**src/rtl/serial_wr_rx_pkg.sv**
```systemverilog
package serial_wr_rx_pkg;
  // Strobes from the control to the datapath
  typedef struct packed {
    logic takeBit;    // shift the current data bit in
    logic latchAddr;  // this bit completes the address
    logic emitWord;   // this bit completes a data word
    logic restart;    // frame strobe is inactive
  } rxCtl_t;
endpackage

```
**src/rtl/serial_wr_rx_sync.sv**
```systemverilog
module serial_wr_rx_sync #(
  parameter int  STAGES  = 2,
  parameter bit  RST_VAL = 1'b0
) (
  input  logic clk,
  input  logic rstN,
  input  logic din,
  output logic dout
);
  logic [STAGES-1:0] chain;

  generate
    for (genvar i = 0; i < STAGES; i++) begin : g_stage
      if (i == 0) begin : g_first
        always_ff @(posedge clk or negedge rstN)
          if (!rstN) chain[0] <= RST_VAL;
          else       chain[0] <= din;
      end else begin : g_next
        always_ff @(posedge clk or negedge rstN)
          if (!rstN) chain[i] <= RST_VAL;
          else       chain[i] <= chain[i-1];
      end
    end
  endgenerate

  assign dout = chain[STAGES-1];
endmodule

```
**src/rtl/serial_wr_rx_ctrl.sv**
```systemverilog
module serial_wr_rx_ctrl
  import serial_wr_rx_pkg::*;
#(
  parameter int ADDR_W = 8,
  parameter int DATA_W = 24
) (
  input  logic   clk,
  input  logic   rstN,
  input  logic   sckLvl,
  input  logic   loadNLvl,
  output rxCtl_t ctl
);
  localparam int CNT_W = $clog2(DATA_W);
  localparam logic [CNT_W-1:0] ADDR_LAST = CNT_W'(ADDR_W - 1);
  localparam logic [CNT_W-1:0] DATA_LAST = CNT_W'(DATA_W - 1);

  logic             sckPrev;
  logic [CNT_W-1:0] bitCnt;
  logic             addrPhase;
  logic             sckRise;
  logic             frameOn;

  assign sckRise = sckLvl & ~sckPrev;
  assign frameOn = ~loadNLvl;

  always_comb begin
    ctl = '0;
    ctl.restart = ~frameOn;
    if (frameOn && sckRise) begin
      ctl.takeBit = 1'b1;
      if (addrPhase && bitCnt == ADDR_LAST)  ctl.latchAddr = 1'b1;
      if (!addrPhase && bitCnt == DATA_LAST) ctl.emitWord  = 1'b1;
    end
  end

  always_ff @(posedge clk or negedge rstN) begin
    if (!rstN) begin
      sckPrev   <= 1'b0;
      bitCnt    <= '0;
      addrPhase <= 1'b1;
    end else begin
      sckPrev <= sckLvl;
      if (ctl.restart) begin
        bitCnt    <= '0;
        addrPhase <= 1'b1;
      end else if (ctl.takeBit) begin
        if (ctl.latchAddr || ctl.emitWord) begin
          bitCnt    <= '0;
          addrPhase <= 1'b0;
        end else begin
          bitCnt <= bitCnt + 1'b1;
        end
      end
    end
  end


  restart_clears_chk: assert property (@(posedge clk) disable iff (!rstN)
    !frameOn |=> (bitCnt == '0 && addrPhase));

  addr_cnt_range_chk: assert property (@(posedge clk) disable iff (!rstN)
    addrPhase |-> (bitCnt < CNT_W'(ADDR_W)));

  data_cnt_range_chk: assert property (@(posedge clk) disable iff (!rstN)
    bitCnt < CNT_W'(DATA_W));

  no_word_in_addr_chk: assert property (@(posedge clk) disable iff (!rstN)
    ctl.latchAddr |=> !addrPhase);
endmodule

```
**src/rtl/serial_wr_rx_dp.sv**
```systemverilog
module serial_wr_rx_dp
  import serial_wr_rx_pkg::*;
#(
  parameter int ADDR_W = 8,
  parameter int DATA_W = 24
) (
  input  logic              clk,
  input  logic              rstN,
  input  logic              dataBit,
  input  rxCtl_t            ctl,
  output logic              wrStrobe,
  output logic [ADDR_W-1:0] wrAddr,
  output logic [DATA_W-1:0] wrData
);
  logic [DATA_W-1:0] shiftReg;
  logic [DATA_W-1:0] shiftNext;
  logic [ADDR_W-1:0] addrReg;

  assign shiftNext = {dataBit, shiftReg[DATA_W-1:1]};

  always_ff @(posedge clk or negedge rstN) begin
    if (!rstN) begin
      shiftReg <= '0;
      addrReg  <= '0;
      wrStrobe <= 1'b0;
      wrAddr   <= '0;
      wrData   <= '0;
    end else begin
      wrStrobe <= 1'b0;
      if (ctl.takeBit) shiftReg <= shiftNext;
      if (ctl.latchAddr) addrReg <= shiftNext[DATA_W-1 -: ADDR_W];
      if (ctl.emitWord) begin
        wrStrobe <= 1'b1;
        wrAddr   <= addrReg;
        wrData   <= shiftNext;
        addrReg  <= addrReg + 1'b1;
      end
    end
  end


  strobe_single_chk: assert property (@(posedge clk) disable iff (!rstN)
    wrStrobe |=> !wrStrobe);

  burst_addr_next_chk: assert property (@(posedge clk) disable iff (!rstN)
    wrStrobe |-> (addrReg == ADDR_W'(wrAddr + 1'b1)));

  out_hold_chk: assert property (@(posedge clk) disable iff (!rstN)
    !ctl.emitWord |=> ($stable(wrAddr) && $stable(wrData)));
endmodule

```
**src/rtl/serial_wr_rx.sv**
```systemverilog
module serial_wr_rx
  import serial_wr_rx_pkg::*;
#(
  parameter int ADDR_W      = 8,
  parameter int DATA_W      = 24,
  parameter int SYNC_STAGES = 2
) (
  input  logic        clk,
  input  logic        rstN,
  input  logic        serClkIn,
  input  logic        serLoadN,
  input  logic        serDataIn,
  output logic        wrStrobe,
  output logic [7:0]  wrAddr,
  output logic [23:0] wrData
);
  logic   sckSync;
  logic   loadNSync;
  logic   dataSync;
  rxCtl_t ctl;
  logic [ADDR_W-1:0] addrInt;
  logic [DATA_W-1:0] dataInt;

  serial_wr_rx_sync #(.STAGES(SYNC_STAGES), .RST_VAL(1'b0)) uSckSync (
    .clk(clk), .rstN(rstN), .din(serClkIn), .dout(sckSync));
  serial_wr_rx_sync #(.STAGES(SYNC_STAGES), .RST_VAL(1'b1)) uLoadSync (
    .clk(clk), .rstN(rstN), .din(serLoadN), .dout(loadNSync));
  serial_wr_rx_sync #(.STAGES(SYNC_STAGES), .RST_VAL(1'b0)) uDataSync (
    .clk(clk), .rstN(rstN), .din(serDataIn), .dout(dataSync));

  serial_wr_rx_ctrl #(.ADDR_W(ADDR_W), .DATA_W(DATA_W)) uCtrl (
    .clk(clk), .rstN(rstN), .sckLvl(sckSync), .loadNLvl(loadNSync), .ctl(ctl));

  serial_wr_rx_dp #(.ADDR_W(ADDR_W), .DATA_W(DATA_W)) uDp (
    .clk(clk), .rstN(rstN), .dataBit(dataSync), .ctl(ctl),
    .wrStrobe(wrStrobe), .wrAddr(addrInt), .wrData(dataInt));

  assign wrAddr = 8'(addrInt);
  assign wrData = 24'(dataInt);


  no_write_idle_chk: assert property (@(posedge clk) disable iff (!rstN)
    wrStrobe |-> !$past(loadNSync));
endmodule

```
**config.mk**
```make
export PLATFORM = sky130hd
export DESIGN_NAME = serial_wr_rx
export DESIGN_NICKNAME = d
export VERILOG_FILES = /design/src/rtl/serial_wr_rx_pkg.sv /design/src/rtl/serial_wr_rx_sync.sv /design/src/rtl/serial_wr_rx_ctrl.sv /design/src/rtl/serial_wr_rx_dp.sv /design/src/rtl/serial_wr_rx.sv
export SDC_FILE = /design/constraint.sdc
export NUM_CORES = 1
export LEC_CHECK = 0
export CELL_PAD_IN_SITES_DETAIL_PLACEMENT = 1
export CELL_PAD_IN_SITES_GLOBAL_PLACEMENT = 1
export CORE_ASPECT_RATIO = 0.6
export CORE_MARGIN = 2
export CORE_UTILIZATION = 38
export CTS_CLUSTER_DIAMETER = 150
export CTS_CLUSTER_SIZE = 12
export DETAILED_ROUTE_END_ITERATION = 7
export GPL_ROUTABILITY_DRIVEN = 0
export GPL_TIMING_DRIVEN = 0
export PLACE_DENSITY_LB_ADDON = 0.2
export SYNTH_ARGS = -nofsm -noshare
export SYNTH_HDL_FRONTEND = slang
export SYNTH_HIERARCHICAL = 1
export SYNTH_SLANG_ARGS = --single-unit
```
**constraint.sdc**
```tcl
create_clock -name clk -period 2.8 [get_ports clk]
set_input_delay 0.7 -clock clk [delete_from_list [all_inputs] [get_ports clk]]
set_output_delay 0.7 -clock clk [all_outputs]
set_load 0.05 [all_outputs]
```
# Word-level counts from Yosys, hierarchy flattened
# Index checks and enable logic that the tools add are counted.
[totals]
register_bits = 78
inputBits = 5
out_inout_bits = 33
word_cells = 42
[op_classes]
addsub = 2
n_eq_ne = 2
n_mux = 12
n_bitwise = 3
n_reduce_logical = 9
[op_table]
columns = ["cell", "count"]
rows = [
  ["8-bit two-way mux", 2],
  ["5-bit two-way mux", 3],
  ["8-bit by 1-bit adder with 8-bit output, second input constant", 1],
  ["1-bit two-way mux", 6],
  ["2-bit nonzero test", 3],
  ["5-bit by 1-bit adder with 5-bit output, second input constant", 1],
  ["5-bit by 3-bit == test with 1-bit output, second input constant", 1],
  ["5-bit == test, second input constant", 1],
  ["1-bit logical AND", 3],
  ["3-bit two-way mux", 1],
  ["1-bit NOT", 2],
  ["2-bit AND reduction", 1],
  ["1-bit AND", 1],
  ["1-bit zero test", 1],
  ["1-bit logical OR", 1],
]

# Depth between registers and ports, before layout
# Gate-level depths: netlist of run 1.
[depth]
ltp_word = 8
ltp_mapped = 8
depth_no_buf = 7

# Modules after synthesis
# Netlist of run 1, hierarchy kept.
[by_module_without_submodules]
columns = ["mod", "instances", "cells_each", "area_per_inst_um2", "seq_area_each_um2"]
rows = [
  ["serial_wr_rx_dp", 1, 169, 2534.9, 1601.5],
  ["serial_wr_rx_ctrl", 1, 40, 407.9, 176.4],
  ["serial_wr_rx_sync at uDataSync ...", 2, 2, 50.0, 50.0],
  ["serial_wr_rx_sync at uLoadSync", 1, 2, 52.6, 52.6],
]

# Least setup slack after synthesis of run 1
# OpenSTA, ideal clock, no wires.
[synth_timing]
path_kind = "register to register"
startpoint = "reg uCtrl.bitCnt[0]"
endpoint = "reg uDp.wrAddr[1]"
setup_ns = 0.125
arrival_time_ns = 1.869
t_required_ns = 2.675
setup_slack_ns = 0.807
stages_incl_launch_ff = 7
path_buffers = 1
period_less_slack_ns = 1.993
path_cell_list = "dfrtp_1 > ha_1 > nand4b_1 > or3_4 > nor3b_2 > buf_2 > mux2_2"
[synth_lines]
columns = ["item", "line", "source"]
rows = [
  ["start, declared", "serial_wr_rx_ctrl.sv:18", "logic [CNT_W-1:0] bitCnt;"],
  ["start signal, assigned", "serial_wr_rx_ctrl.sv:51", "bitCnt <= bitCnt + 1'b1;"],
  ["end signal, assigned", "serial_wr_rx_dp.sv:34", "wrAddr <= addrReg;"],
  ["end, declared", "serial_wr_rx_dp.sv:12", "output logic [ADDR_W-1:0] wrAddr,"],
]

==> results of run 1 <==
## area by class of cell
class / count / area [um^2]
flip-flops and latches: 77 / 1930
clock inverters: 3 / 42.5
repair buffers: 38 / 395
fillers: 824 / 3950
plain buffers: 9 / 45.0
multi-input cells: 123 / 1090
well taps: 108 / 135
inverters: 5 / 18.8
clock buffers: 13 / 270
## placed cells by master, fill, tap and decap left out, types with 3 or more instances in the layout
| master | n |
|---|---|
| nor2b_1 | 6 |
| dfstp_2 | 3 |
| nand2_1 | 3 |
| or3_1 | 5 |
| inv_1 | 5 |
| a21oi_1 | 4 |
| a211oi_1 | 5 |
| nor2_1 | 4 |
| o21ai_0 | 3 |
| buf_2 | 9 |
| clkbuf_16 | 9 |
| clkbuf_8 | 3 |
| clkdlybuf4s50_1 | 36 |
| mux2_2 | 55 |
| xnor2_1 | 3 |
| dfrtp_1 | 74 |
| o21ai_1 | 3 |
| nand3_1 | 6 |
## metal layers
| metal | routed length (um) | vias to the layer above |
|---|---|---|
| met5 | 0 | - |
| met4 | 99 | 0 |
| met3 | 225 | 10 |
| met2 | 2640 | 35 |
| met1 | 3050 | 990 |
| li1 | - | 870 |
## worst paths after layout
kind	slack (ps)	depth (start not counted)	startpoint	end
min reg2reg	350	0	uLoadSync/chain[0]	uLoadSync/dout
min	200	1	rstN	uDp/wrData[22]
max reg2reg	410	8	uCtrl/bitCnt[0]	uDp/addrReg[0]
max in group asynchronous	2030	2	rstN	uCtrl/addrPhase
max	410	8	uCtrl/bitCnt[0]	uDp/addrReg[0]
min in group clk	350	0	uLoadSync/chain[0]	uLoadSync/dout
## power by group through the flow
stage          clock (mW)  combinational [mW]  sequential, mW
2_1_floorplan           0              0.0654            1.23
3_3_place_gp            0              0.0975            1.26
3_5_place_dp            0               0.106            1.26
4_1_cts              1.23               0.106            1.24
5_1_grt              1.28               0.116            1.25
6_report             1.18               0.103            1.24
## through the flow
| step | setup TNS, ps | hold slack (ps) |
|---|---|---|
| floorplan | 0 | 331 |
| global placement | -127020 | 333 |
| detailed placement | 0 | 347 |
| CTS | 0 | 182 |
| global route | 0 | 186 |
| finish | 0 | 196 |
## state kept, by name (all words and copies together), names as in the netlist
register and count:
uDp/wrData 24, uDp/shiftReg 23, uDp/addrReg 8, uDp/wrAddr 8, uCtrl/bitCnt 5, uCtrl/addrPhase 1, uCtrl/sckPrev 1, uDataSync/chain 1
uDataSync/dout 1, uDp/wrStrobe 1, uLoadSync/chain 1, uLoadSync/dout 1, uSckSync/chain 1, uSckSync/dout 1
==> impl_metrics.csv, run 1 <==
group,metric,value,unit
critical_path,crit_chain,"ha_1 -> nand4b_1 -> or3_4 -> nor3b_2 -> buf_2 -> buf_2 -> a211oi_1 -> a21oi_1",
drt,detail_route.wl_per_cell,16.0,um
critical_path,worstSetupEndpointType,"register",
clock_tree,clk_latency,330,ps
synth,avgSynthCellArea,14.4,um^2
sta,hold_viol,0,
grt,use_met3,0.0559,
clock_tree,clk_pin_slew_worst_paths,50,ps
drt,routed_wl,6020,um
critical_path,cpLargestDelayFamily,"simple AND/OR/NAND/NOR gates",
critical_path,cp-start-kind,"register",
finish,drive_gt1_frac,0.336,
floorplan,rows,25,
critical_path,critPathBufInv,2,
clock_tree,cts_root_buf,"clkbuf_16",
synth,syn_inst,214,
grt,antenna_found_initial,0,
sta,finalCritPeriodShare,0.853,
clock_tree,cts_max_path_buffers,2,
floorplan,die_area,8890,um^2
floorplan,start_util,0.392,
critical_path,critical_path_class,"register to register",
drt,drtAntennaViolNets,0,
placement,io_buffers,37,
clock_tree,hold_buffers,0,
grt,busiest_layer,"met2",
synth,syn_nets,221,
sta,final_max_slew_viol_count,0,
clock_tree,cts_tree,"yes",
power,switchingPower,0.526,mW
grt,grt_use_met1,0.217,
finish,n_antenna_cell,0,
power,power.share.clock,0.467,
power,p_comb_frac,0.041,
clock_tree,cts_sinks,77,
floorplan,core,7880,um^2
grt,globalRoute.totalOverflow,0,
finish,nNetsFinal,270,
placement,place_area,3620,um^2
power,sw_frac_of_total,0.209,
clock_tree,cts_resized,0,
clock_tree,htreeDepth,3,
synth,ys_warn_count,6,
critical_path,crit_top_cell,"buf_2",
worst_hold_path,hp-class,"input pin to async pin",
sta,finalSetupViolations,0,
drt,via_count,1905,
sta,min_period,2390,ps
grt,grt_usage,0.158,
run,drv_cap,0,
floorplan,fp.dieH,73.8,um
placement,hpwl,4160,um
synth,syn_area,3090,um^2
power,vdd_drop_max,0.356,mV
placement,post-place-ws,436,ps
critical_path,crit_path_top_delay_cell,"dfrtp_1",
critical_path,worstPathRequired,3050,ps
finish,stdcell_area,3930,um^2
sta,fin_skew,4.70,ps
power,intPower,2.00,mW
grt,first_global_vias,1965,
clock_tree,cts_made_buffers,9,
sta,maxSlewHeadroom,0.647,
drt,firstDrtPassIters,4,
drt,drt_iter0_drc,92,
grt,use_met2,0.227,
critical_path,arrival,2640,ps
grt,grt_max_degree,69,
clock_tree,cts_setup_buffers,0,
power,power,2.52,mW
power,p_leak,1.83,nW
drt,drc,0,
power,power_density,641,nW/um^2
sta,timing.final.ws_setup,411,ps
finish,final_core_util,0.499,
critical_path,max_stage_delay,400,ps
sta,grt_setup_unrepaired,"false",
floorplan,ios,38,
placement,placed_cells,360,
power,p_seq_frac,0.492,
drt,via_per_inst,5.07,
finish,final_cells,376,
floorplan,dieWidth,120,um
sta,max_slew.worst_pin.slew,528,ps
finish,areaGrowthSynthToFinish,27.3,%
status,status,"completed",
sta,fmaxAchievable,419,MHz
critical_path,cp_max_fo,10,
grt,grt_pass1_wl,10400,um
(Power assumes the default switching activity.)
==> inputs of run 2 (changes only) <==
--- a/config.mk
+++ b/config.mk
@@ -10,12 +10,14 @@
 export CORE_ASPECT_RATIO = 0.6
 export CORE_MARGIN = 2
 export CORE_UTILIZATION = 38
+export CTS_BUF_LIST = sky130_fd_sc_hd__clkbuf_8
 export CTS_CLUSTER_DIAMETER = 150
 export CTS_CLUSTER_SIZE = 12
 export DETAILED_ROUTE_END_ITERATION = 7
 export GPL_ROUTABILITY_DRIVEN = 0
 export GPL_TIMING_DRIVEN = 0
 export PLACE_DENSITY_LB_ADDON = 0.2
+export SKIP_LAST_GASP = 1
 export SYNTH_ARGS = -nofsm -noshare
 export SYNTH_HDL_FRONTEND = slang
 export SYNTH_HIERARCHICAL = 1
==> run 2 against run 1 <==
Net effect:
- register-to-register slack about the same
- global-route usage decreased by 0.49 points
- sequential share of layout area is 1.3 points higher
- non-clock buffer count is the same
- cell count unchanged
- critical endpoint unchanged
- core utilization is 1.3 points lower
- largest cell class unchanged
- highest routed layer unchanged
- clock skew rose by 1.2 ps
- combinational power is essentially flat
- setup slack improved by 7.3 ps
==> impl_metrics.csv, run 2 (synthesized netlist as in run 1, its figures left out) <==
group,metric,value,unit
placement,placed_cells,360,
drt,routed_wl,5950,um
floorplan,dieWidth,120,um
floorplan,start_util,0.392,
sta,max_slew.worst_pin.slew,515,ps
sta,grt_setup_unrepaired,"false",
critical_path,reg2reg_to,"uDp/addrReg[0]",
critical_path,crit_path_top_delay_cell,"dfrtp_1",
placement,hpwl,4160,um
finish,largest_reg_flops,24,
critical_path,r2r_start,"uCtrl/bitCnt[0]",
drt,m1WireLength,2990,um
sta,finalCritPeriodShare,0.851,
power,intPower,1.71,mW
floorplan,fp.dieH,73.8,um
clock_tree,htreeDepth,3,
clock_tree,cts_tree,"yes",
finish,final_common_cell,"dfrtp_1",
drt,dr_wl_met3,240,um
clock_tree,cts_resized,0,
clock_tree,clk_latency,350,ps
critical_path,critical_path_class,"register to register",
grt,grt_max_degree,69,
drt,drtAntennaViolNets,0,
finish,final_cell_mix,"dfrtp_1 (74), mux2_2 (55), clkdlybuf4s50_1 (36)",
drt,detail_route.wl_per_cell,15.8,um
worst_hold_path,hp-class,"input pin to async pin",
clock_tree,cts_max_path_buffers,2,
power,switchingPower,0.491,mW
grt,grt_usage,0.153,
power,sw_frac_of_total,0.223,
run,drv_cap,0,
critical_path,cp-start-kind,"register",
power,power_density,575,nW/um^2
floorplan,core,7880,um^2
clock_tree,clk_pin_slew_worst_paths,70,ps
critical_path,max_stage_delay,390,ps
power,p_leak,1.79,nW
sta,final_max_slew_viol_count,0,
critical_path,rr_worst_depth,8,
finish,top_register,"uDp/wrData",
critical_path,rrSetupSlack,420,ps
grt,first_global_vias,1937,
drt,via_count,1887,
sta,maxSlewHeadroom,0.656,
finish,areaGrowthSynthToFinish,24.0,%
clock_tree,cts_setup_buffers,0,
critical_path,cpLargestDelayFamily,"simple AND/OR/NAND/NOR gates",
sta,hold_viol,0,
power,vdd_drop_max,0.347,mV
finish,nNetsFinal,270,
drt,drc,0,
floorplan,ios,38,
power,power.share.clock,0.391,
power,p_comb_frac,0.047,
finish,fill_cells,830,
status,status,"completed",
sta,finalSetupViolations,0,
drt,drt_iter0_drc,77,
finish,drive_gt1_frac,0.336,
critical_path,crit_top_cell,"buf_2",
finish,final_cells,376,
finish,top_regs,"uDp/wrData x24, uDp/shiftReg x23",
sta,hold_ws,174,ps
clock_tree,cts_made_buffers,9,
drt,firstDrtPassIters,4,
critical_path,worstSetupEndpointType,"register",
finish,n_antenna_cell,0,
finish,final_core_util,0.486,
critical_path,crit_chain,"ha_1 -> nand4b_1 -> or3_4 -> nor3b_2 -> buf_2 -> buf_2 -> a211oi_1 -> a21oi_1",
grt,grt_pass1_wl,10200,um
drt,via_per_inst,5.02,
floorplan,die_area,8890,um^2
placement,io_buffers,37,
critical_path,critPathBufInv,2,
critical_path,arrival,2650,ps
power,p_seq_frac,0.562,
critical_path,cp.depth,8,
grt,globalRoute.totalOverflow,0,
critical_path,cp_max_fo,10,
sta,fmaxAchievable,420,MHz
clock_tree,hold_buffers,0,
sta,fin_skew,5.86,ps
sta,tns,0,ps
clock_tree,cts_root_buf,"clkbuf_8",
critical_path,worstPathRequired,3070,ps
floorplan,rows,25,
drt,dr_wl_met2,2620,um
clock_tree,cts_sinks,77,
sta,min_period,2380,ps
drt,routed.top_layer,"met4",
grt,antenna_found_initial,0,
-- run 2: cell types whose count changed in the layout (fill, tap and decap cells not counted), sizes merged --
cell / change
clkbuf: -1
inv: +1
-- run 2: routing by layer --
layer	track usage	up-vias
met4	0.0659	0
met2	0.220	40
met5	0	-
li1	-	867
met3	0.0489	7
met1	0.214	973
-- run 2: power groups by stage --
stage / Sequential [mW] / Clock [mW] / Combinational [mW]
5_1_grt: 1.25 / 0.949 / 0.116
4_1_cts: 1.24 / 0.909 / 0.106
3_3_place_gp: 1.26 / 0 / 0.0975
2_1_floorplan: 1.23 / 0 / 0.0654
6_report: 1.24 / 0.862 / 0.103
3_5_place_dp: 1.26 / 0 / 0.106
-- run 2: worst reg2reg max path, stage by stage (launching register included) --
cell	delay [ps]
dfrtp_1	390
ha_1	230
nand4b_1	180
or3_4	390
nor3b_2	320
buf_2	310
buf_2	270
a211oi_1	70
a21oi_1	130
-- run 2: worst max path at each step --
stage,startpoint,end
6_report,uCtrl/bitCnt[0],uDp/addrReg[0]
5_1_grt,uCtrl/bitCnt[0],uDp/addrReg[4]
3_3_place_gp,rstN,uDp/wrData[8]
4_1_cts,uCtrl/bitCnt[0],uDp/wrData[4]
3_5_place_dp,uCtrl/bitCnt[0],uDp/wrData[4]
2_1_floorplan,uCtrl/bitCnt[0],uDp/wrAddr[1]
-- run 2: metrics by stage --
stage | area [um^2] | power (mW) | setup slack, ps
after floorplan | 3090 | 1.30 | 807
after global placement | 3590 | 1.36 | -1690
after detailed placement | 3620 | 1.37 | 436
after CTS | 3830 | 2.25 | 406
after global routing | 3830 | 2.32 | 207
final | 3830 | 2.20 | 418
-- run 2: cell type report --
type                    instances  area (um^2)  share of cell area
inverters                       5         18.8             0.00490
well taps                     108          135              0.0353
flip-flops and latches         77         1930               0.504
plain buffers                   9         45.0              0.0118
clock inverters                 4         46.3              0.0121
multi-input cells             123         1090               0.286
clock buffers                  12          165              0.0431
repair buffers                 38          395               0.103
